--- config.mk ---
export PLATFORM = sky130hd
export DESIGN_NAME = dual_latch_xcvr
export DESIGN_NICKNAME = d
export VERILOG_FILES = /design/src/rtl/xcvr_pkg.sv /design/src/rtl/xcvr_path.sv /design/src/rtl/xcvr_section.sv /design/src/rtl/dual_latch_xcvr.sv
export SDC_FILE = /design/constraint.sdc
export NUM_CORES = 1
export LEC_CHECK = 0
export BUFFER_PORTS_ARGS = -buffer_cell sky130_fd_sc_hd__buf_2
export CORE_MARGIN = 2
export CORE_UTILIZATION = 39
export CTS_BUF_LIST = sky130_fd_sc_hd__clkbuf_16
export CTS_CLUSTER_SIZE = 25
export DETAILED_ROUTE_END_ITERATION = 10
export PLACE_DENSITY = 0.76
export REMOVE_ABC_BUFFERS = 1
export SLEW_MARGIN = 10
export SYNTH_ARGS = -nofsm -noshare
export SYNTH_HDL_FRONTEND = slang
export SYNTH_SLANG_ARGS = --single-unit
export TNS_END_PERCENT = 1
--- constraint.sdc ---
create_clock -name clk -period 0.8 [get_ports clk]
set_input_delay 0.04 -clock clk [delete_from_list [all_inputs] [get_ports clk]]
set_output_delay 0.04 -clock clk [all_outputs]
set_load 0.02 [all_outputs]
--- src/rtl/xcvr_pkg.sv ---
package xcvr_pkg;
  typedef struct packed {
    logic en_n;
    logic le_n;
    logic oe_n;
  } dir_ctrl_t;
endpackage

--- src/rtl/xcvr_path.sv ---
module xcvr_path
  import xcvr_pkg::*;
#(
  parameter int WIDTH = 8
) (
  input  logic             clk,
  input  logic             rst_n,
  input  dir_ctrl_t        ctrl,
  input  logic [WIDTH-1:0] din,
  output logic [WIDTH-1:0] dout,
  output logic             drive
);
  logic [WIDTH-1:0] bank_q;
  logic             pass_thru;

  assign pass_thru = !ctrl.en_n && !ctrl.le_n;

  always_ff @(posedge clk or negedge rst_n) begin
    if (!rst_n)         bank_q <= '0;
    else if (pass_thru) bank_q <= din;
  end

  assign drive = rst_n && !ctrl.oe_n && !ctrl.en_n;
  assign dout  = drive ? (pass_thru ? din : bank_q) : '0;


  load_follow_chk: assert property (@(posedge clk) disable iff (!rst_n)
    (!ctrl.en_n && !ctrl.le_n) |=> (bank_q == $past(din)));


  hold_stable_chk: assert property (@(posedge clk) disable iff (!rst_n)
    (ctrl.en_n || ctrl.le_n) |=> $stable(bank_q));


  release_chk: assert property (@(posedge clk) disable iff (!rst_n)
    (ctrl.oe_n || ctrl.en_n) |-> !drive);


  idle_zero_chk: assert property (@(posedge clk) disable iff (!rst_n)
    !drive |-> (dout == '0));
endmodule

--- src/rtl/xcvr_section.sv ---
module xcvr_section
  import xcvr_pkg::*;
#(
  parameter int WIDTH = 8
) (
  input  logic             clk,
  input  logic             rst_n,
  input  dir_ctrl_t        ab_ctrl,
  input  dir_ctrl_t        ba_ctrl,
  input  logic [WIDTH-1:0] a_in,
  input  logic [WIDTH-1:0] b_in,
  output logic [WIDTH-1:0] a_out,
  output logic [WIDTH-1:0] b_out,
  output logic             a_drive,
  output logic             b_drive
);
  xcvr_path #(.WIDTH(WIDTH)) u_ab (
    .clk(clk), .rst_n(rst_n), .ctrl(ab_ctrl),
    .din(a_in), .dout(b_out), .drive(b_drive)
  );

  xcvr_path #(.WIDTH(WIDTH)) u_ba (
    .clk(clk), .rst_n(rst_n), .ctrl(ba_ctrl),
    .din(b_in), .dout(a_out), .drive(a_drive)
  );
endmodule

--- src/rtl/dual_latch_xcvr.sv ---
module dual_latch_xcvr
  import xcvr_pkg::*;
#(
  parameter int SECTIONS = 2,
  parameter int WIDTH    = 8
) (
  input  logic                      clk,
  input  logic                      rst_n,
  input  logic [SECTIONS*WIDTH-1:0] a_in,
  input  logic [SECTIONS*WIDTH-1:0] b_in,
  output logic [SECTIONS*WIDTH-1:0] a_out,
  output logic [SECTIONS*WIDTH-1:0] b_out,
  output logic [SECTIONS-1:0]       a_drive,
  output logic [SECTIONS-1:0]       b_drive,
  input  logic [SECTIONS-1:0]       ab_en_n,
  input  logic [SECTIONS-1:0]       ab_le_n,
  input  logic [SECTIONS-1:0]       ab_oe_n,
  input  logic [SECTIONS-1:0]       ba_en_n,
  input  logic [SECTIONS-1:0]       ba_le_n,
  input  logic [SECTIONS-1:0]       ba_oe_n
);
  localparam int BUS_W = SECTIONS * WIDTH;

  for (genvar s = 0; s < SECTIONS; s++) begin : g_sec
    dir_ctrl_t ab_c, ba_c;
    assign ab_c = '{en_n: ab_en_n[s], le_n: ab_le_n[s], oe_n: ab_oe_n[s]};
    assign ba_c = '{en_n: ba_en_n[s], le_n: ba_le_n[s], oe_n: ba_oe_n[s]};

    xcvr_section #(.WIDTH(WIDTH)) u_sec (
      .clk(clk), .rst_n(rst_n),
      .ab_ctrl(ab_c), .ba_ctrl(ba_c),
      .a_in(a_in[s*WIDTH +: WIDTH]), .b_in(b_in[s*WIDTH +: WIDTH]),
      .a_out(a_out[s*WIDTH +: WIDTH]), .b_out(b_out[s*WIDTH +: WIDTH]),
      .a_drive(a_drive[s]), .b_drive(b_drive[s])
    );
  end


  reset_release_chk: assert property (@(posedge clk)
    !rst_n |-> (a_drive == '0 && b_drive == '0));


  bus_idle_chk: assert property (@(posedge clk) disable iff (!rst_n)
    (b_drive == '0) |-> (b_out == {BUS_W{1'b0}}));
endmodule

# Yosys cells after proc, flatten, opt, wreduce, memory -nomap -nowiden

Index checks and enable logic that the tools add are counted.

$add $sub $neg: 0
Multiply operators: 0
Div/mod/pow operators: 0
$lt $le $gt $ge: 0
Equal/unequal tests: 0
Shift-type cells: 0
Multiplexer cells: 8
Bitwise logic cells: 0
Reduce and logical (&&, ||, !) cells: 24

Operator list:

| cell              | count |
|---|---|
| two-way mux 8 bit | 8 |
| logical AND 1 bit | 12 |
| zero test 1 bit   | 12 |

Flip-flop bits (word level): 32
Latch bits: 0
Bits in writable memories: 0
ROM bits: 0
Input bits: 46
Output and inout port bits: 36
Word-level logic and storage cells: 36
Memories: 0

# Logic depth before layout (Yosys ltp)

Depth after elaboration: 4
Depth in mapped cells: 4
Gate-level depth less buffers: 2

# Modules after synthesis

A second synthesis with hierarchy kept.

Cells, all modules: 148
Area total of the unflattened synthesis: 1746.7 um^2

Modules (own cells, without submodules):

| module    | instances | cells each | area an instance (um^2) |
|---|---|---|---|
| xcvr_path | 4         | 37         | 436.7 |

# Worst setup path before layout

Ideal clock, no wire load.

Path kind: input port to output port
Start: input port ba_en_n[0]
End: output port a_out[0]
Data arrival time: 0.859 ns
Required time: 0.760 ns
Slack: -0.099 ns
Stages: 3
Path buffers: 1
Cell sequence: or3b_1 > buf_2 > nor2_1

Cells in the longest elaborated chain, start to end: 4
Elaborated cells between the ends (all ways): 5
Those cells by class: mux (2); reduce/logical (3)

RTL lines:

| element             | line                             | text |
|---|---|---|
| start, declared     | dual_latch_xcvr.sv:18            | `input logic [SECTIONS-1:0] ba_en_n,` |
| zero test 1 bit *   | xcvr_path.sv:16, xcvr_path.sv:23 |  |
| logical AND 1 bit   | xcvr_path.sv:16                  | `assign pass_thru = !ctrl.en_n && !ctrl.le_n;` |
| two-way mux 8 bit   | xcvr_path.sv:24                  | `assign dout = drive ? (pass_thru ? din : bank_q) : '0;` |
| two-way mux 8 bit * | xcvr_path.sv:24                  |  |
| end, declared       | dual_latch_xcvr.sv:11            | `output logic [SECTIONS*WIDTH-1:0] a_out,` |

Mark *: on every way between the ends. The rest lies on a longest branch, timed or not.

# Worst setup path after layout

Start: register g_sec[1].u_sec.u_ba.bank_q[1]
End: output port a_out[9]

Cells in the longest elaborated chain, start to end: 2

RTL lines:

| element                        | line            | text |
|---|---|---|
| start, declared                | xcvr_path.sv:13 | `logic [WIDTH-1:0] bank_q;` |
| start signal, assigned         | xcvr_path.sv:20 | `else if (pass_thru) bank_q <= din;` |
| two-way mux 8 bit (2 in a row) | xcvr_path.sv:24 |  |

Every way passes these cells.

==> qor.csv <==
stage,metric,value,unit
route,routed.top_layer,met4,
logic_synthesis,yosysWarnings,0,
logic_synthesis,yosysSeqAreaShare,45.07,%
timing,period_minus_slack,1.062,ns
worst_setup_path,crit_required,0.76,ns
timing,fmax,942.0,MHz
place,numPortBuffers,81,
outcome,outcome,"complete, but fails checks",
finish,fin_nets,287,
cts,cts-root-buf,clkbuf_16,
floorplan,die_h,71.50,um
hold_path,hp-class,primary input to flip-flop,
logic_synthesis,ys_seq_elements,32,
timing,tightest_slew,0.2527,ns
logic_synthesis,synthXorXnorAreaFrac,0,%
outcome,violations,setup timing,
global_routing,grt.overflow.total,0,
power,power.leakage,1.307,nW
cts,cts_tree,yes,
timing,rsz0062_at_grt,yes,
worst_setup_path,crit_chain,"mux2i_1, nor2_1, buf_2",
route,drt_iter0_markers,30,
timing,tns,-7.244,ns
worst_setup_path,critical_path.top_delay_family,flip-flops,
timing,post-route-period-util,132.7,%
floorplan,start_util,40.53,%
cts,cts_setup_buffers,0,
global_routing,first_global_vias,1406,
hold_path,whs_path_depth,2,
route,firstDrtPassIters,4,
worst_setup_path,reg2reg_slack,0.03,ns
route,drt_wl_total,3.973,mm
cts,clock_latency,0.27,ns
timing,holdWs,0.01272,ns
cts,htreeDepth,2,
logic_synthesis,yosys.area.top_type_share,45.07,%
logic_synthesis,synth_fa_ha_area_share,0,%
logic_synthesis,avgSynthCellArea,11.69,um2
route,postRouteAntennaNets,0,
cts,clock_path_buffers,2,
timing,skew,0,ns
cts,numCtsBuffers,5,
timing,final-setup-viol-count,35,
route,avgViaCountPerCell,4.782,
route,drc,0,
worst_setup_path,critPathMaxStageDelay,0.37,ns
route,wirelength_met1,1.589,mm
worst_setup_path,worst-path-buf-inv,1,
timing,hold_viol,0,
global_routing,grt_usage,16.32,%
route,vias,1406,
logic_synthesis,synth_compound_area_share,0,%
power,vdd_drop_max,0.001605,V
logic_synthesis,netlist_instances,152,
power,powerDensity,1900,nW/um2
cts,clock-sinks,32,
logic_synthesis,ys_top_cells_by_area,"dfrtp_1 45%, mux2_2 20%, mux2i_1 18%, nor2_1 6.8%, buf_4 3.4%",
logic_synthesis,synth_top_family_by_area,multiplexers,
finish,final_util,56.51,%
floorplan,dieArea,5112,um2
finish,area_delta_synth_final,39.44,%
logic_synthesis,synth_top_area_cell,dfrtp_1,
floorplan,ios,82,
global_routing,grt_pass1_wl,6.458,mm
place,gp_congestion,0.7617,
route,wl_met2,2.029,mm
logic_synthesis,synth_mux_area_share,38.31,%
timing,slew_viol_final,0,
global_routing,grt_start_max_net_pins,13,
worst_setup_path,r2r-end,g_sec[0].u_sec.u_ab.bank_q[4]$_DFF_PN0_,
worst_setup_path,crit_type,flip-flop to output pin,
worst_setup_path,startpoint_type,flip-flop,
finish,diodes,0,
floorplan,die_w,71.50,um
finish,stdcell_area,2477,um2
worst_setup_path,worst_setup_path_end_kind,output pin,
logic_synthesis,yosys.area_share.simple,11.27,%
timing,slew_headroom,83.12,%
logic_synthesis,netlist_area,1777,um2
worst_setup_path,timing.rr.start,g_sec[0].u_sec.u_ab.bank_q[4]$_DFF_PN0_,
hold_path,hp-start,b_in[15],
timing,setup_ws,-0.2616,ns
worst_setup_path,ff2ff_path_depth,1,
worst_setup_path,crit_slowest_cell,dfrtp_1,
floorplan,rows,24,
logic_synthesis,yosys.cell_types.count,9,
cts,clk_pin_slew,0.05,ns
worst_setup_path,cp_max_fo,2,
global_routing,antenna_found_initial,0,
hold_path,min_to,g_sec[1].u_sec.u_ba.bank_q[7]$_DFF_PN0_,
flow_run,drv_cap,0,
floorplan,core,4384,um2
place,dpl-instance-area,2257,um2
worst_setup_path,worst_ep_arrival_time,1.02,ns
finish,drive_gt1_share,58.68,%
place,post-dp-hpwl,3.003,mm
route,avgRoutedWirePerCell,13.51,um
route,met3RoutedLength,307,um
==> power by group <==
part | leakage, nW | internal, mW | switching [mW]
Clock | 0.0687 | 1.13 | 0.647
Combinational | 0.863 | 0.526 | 0.430
Sequential | 0.376 | 1.86 | 0.116
Total | 1.31 | 3.51 | 1.19
==> flip-flops by register name (all words and copies together) (netlist names) <==
| name | flops |
|---|---|
| g_sec.u_sec.u_ab.bank_q | 16 |
| g_sec.u_sec.u_ba.bank_q | 16 |
==> logic make-up after synthesis <==
kind of cell,Yosys count
buffers and inverters,16
DFF,32
muxes,64
and+or+nand+nor,40
==> placed cells by master, fill, tap and decap left out, drive strengths merged <==
master       netlist  final
dlygate4sd3        0      1
inv                4      5
or3b               4      4
clkinvlp           0      1
clkbuf             0      5
nor2              36     36
buf               12     93
clkinv             0      1
mux2i             32     32
mux2              32     32
dfrtp             32     32
==> synth_stat cells (all sizes together) <==
cell type   n
inv         4
nor2       36
or3b        4
dfrtp      32
mux2       32
buf        12
mux2i      32
==> metal layers <==
layer | global-route usage (%) | up-vias
met4 | 5.451 | 0
met3 | 6.610 | 6
met2 | 28.40 | 54
met5 | 0 | -
li1 | - | 693
met1 | 18.11 | 653
==> worst max-delay path by stage <==
stage	start	end	slack, ns	cells after the start
floorplan	ba_en_n[0]	a_out[0]	-0.1	2
global placement	rst_n	b_out[12]	-0.32	4
detailed placement	rst_n	a_out[7]	-0.33	4
finish	g_sec[1].u_sec.u_ba.bank_q[1]$_DFF_PN0_	a_out[9]	-0.26	3
CTS	g_sec[1].u_sec.u_ba.bank_q[1]$_DFF_PN0_	a_out[9]	-0.27	3
global route	g_sec[0].u_sec.u_ba.bank_q[4]$_DFF_PN0_	a_out[4]	-0.33	3
==> cell type report <==
class,instances,area [um2]
clock inverters,3,15.01
repair buffers,94,565.5
flip-flops and latches,32,800.8
inverters,4,15.01
multi-input cells,104,890.9
well taps,52,65.06
fillers,369,1907
clock buffers,5,125.1
==> stage by stage <==
| step | instances | worst slack, ns | power (mW) |
|---|---|---|---|
| 3_5_place_dp | 285 | -0.3342 | 2.927 |
| 5_1_grt | 294 | -0.3322 | 4.943 |
| 2_1_floorplan | 140 | -0.09583 | 2.515 |
| 6_report | 294 | -0.2616 | 4.706 |
| 4_1_cts | 294 | -0.2688 | 4.751 |
| 3_3_place_gp | 285 | -0.3207 | 2.889 |
==> repair_timing <==
action / CTS / global route
resized for setup: 20 / 3
hold endpoints to repair: 32 / 0
cloned: 0 / 0
pin swaps: 3 / 2
setup endpoints to repair: 36 / 36
hold buffers: 1 / 0
Note: power is estimated with default switching activity, not from simulation.
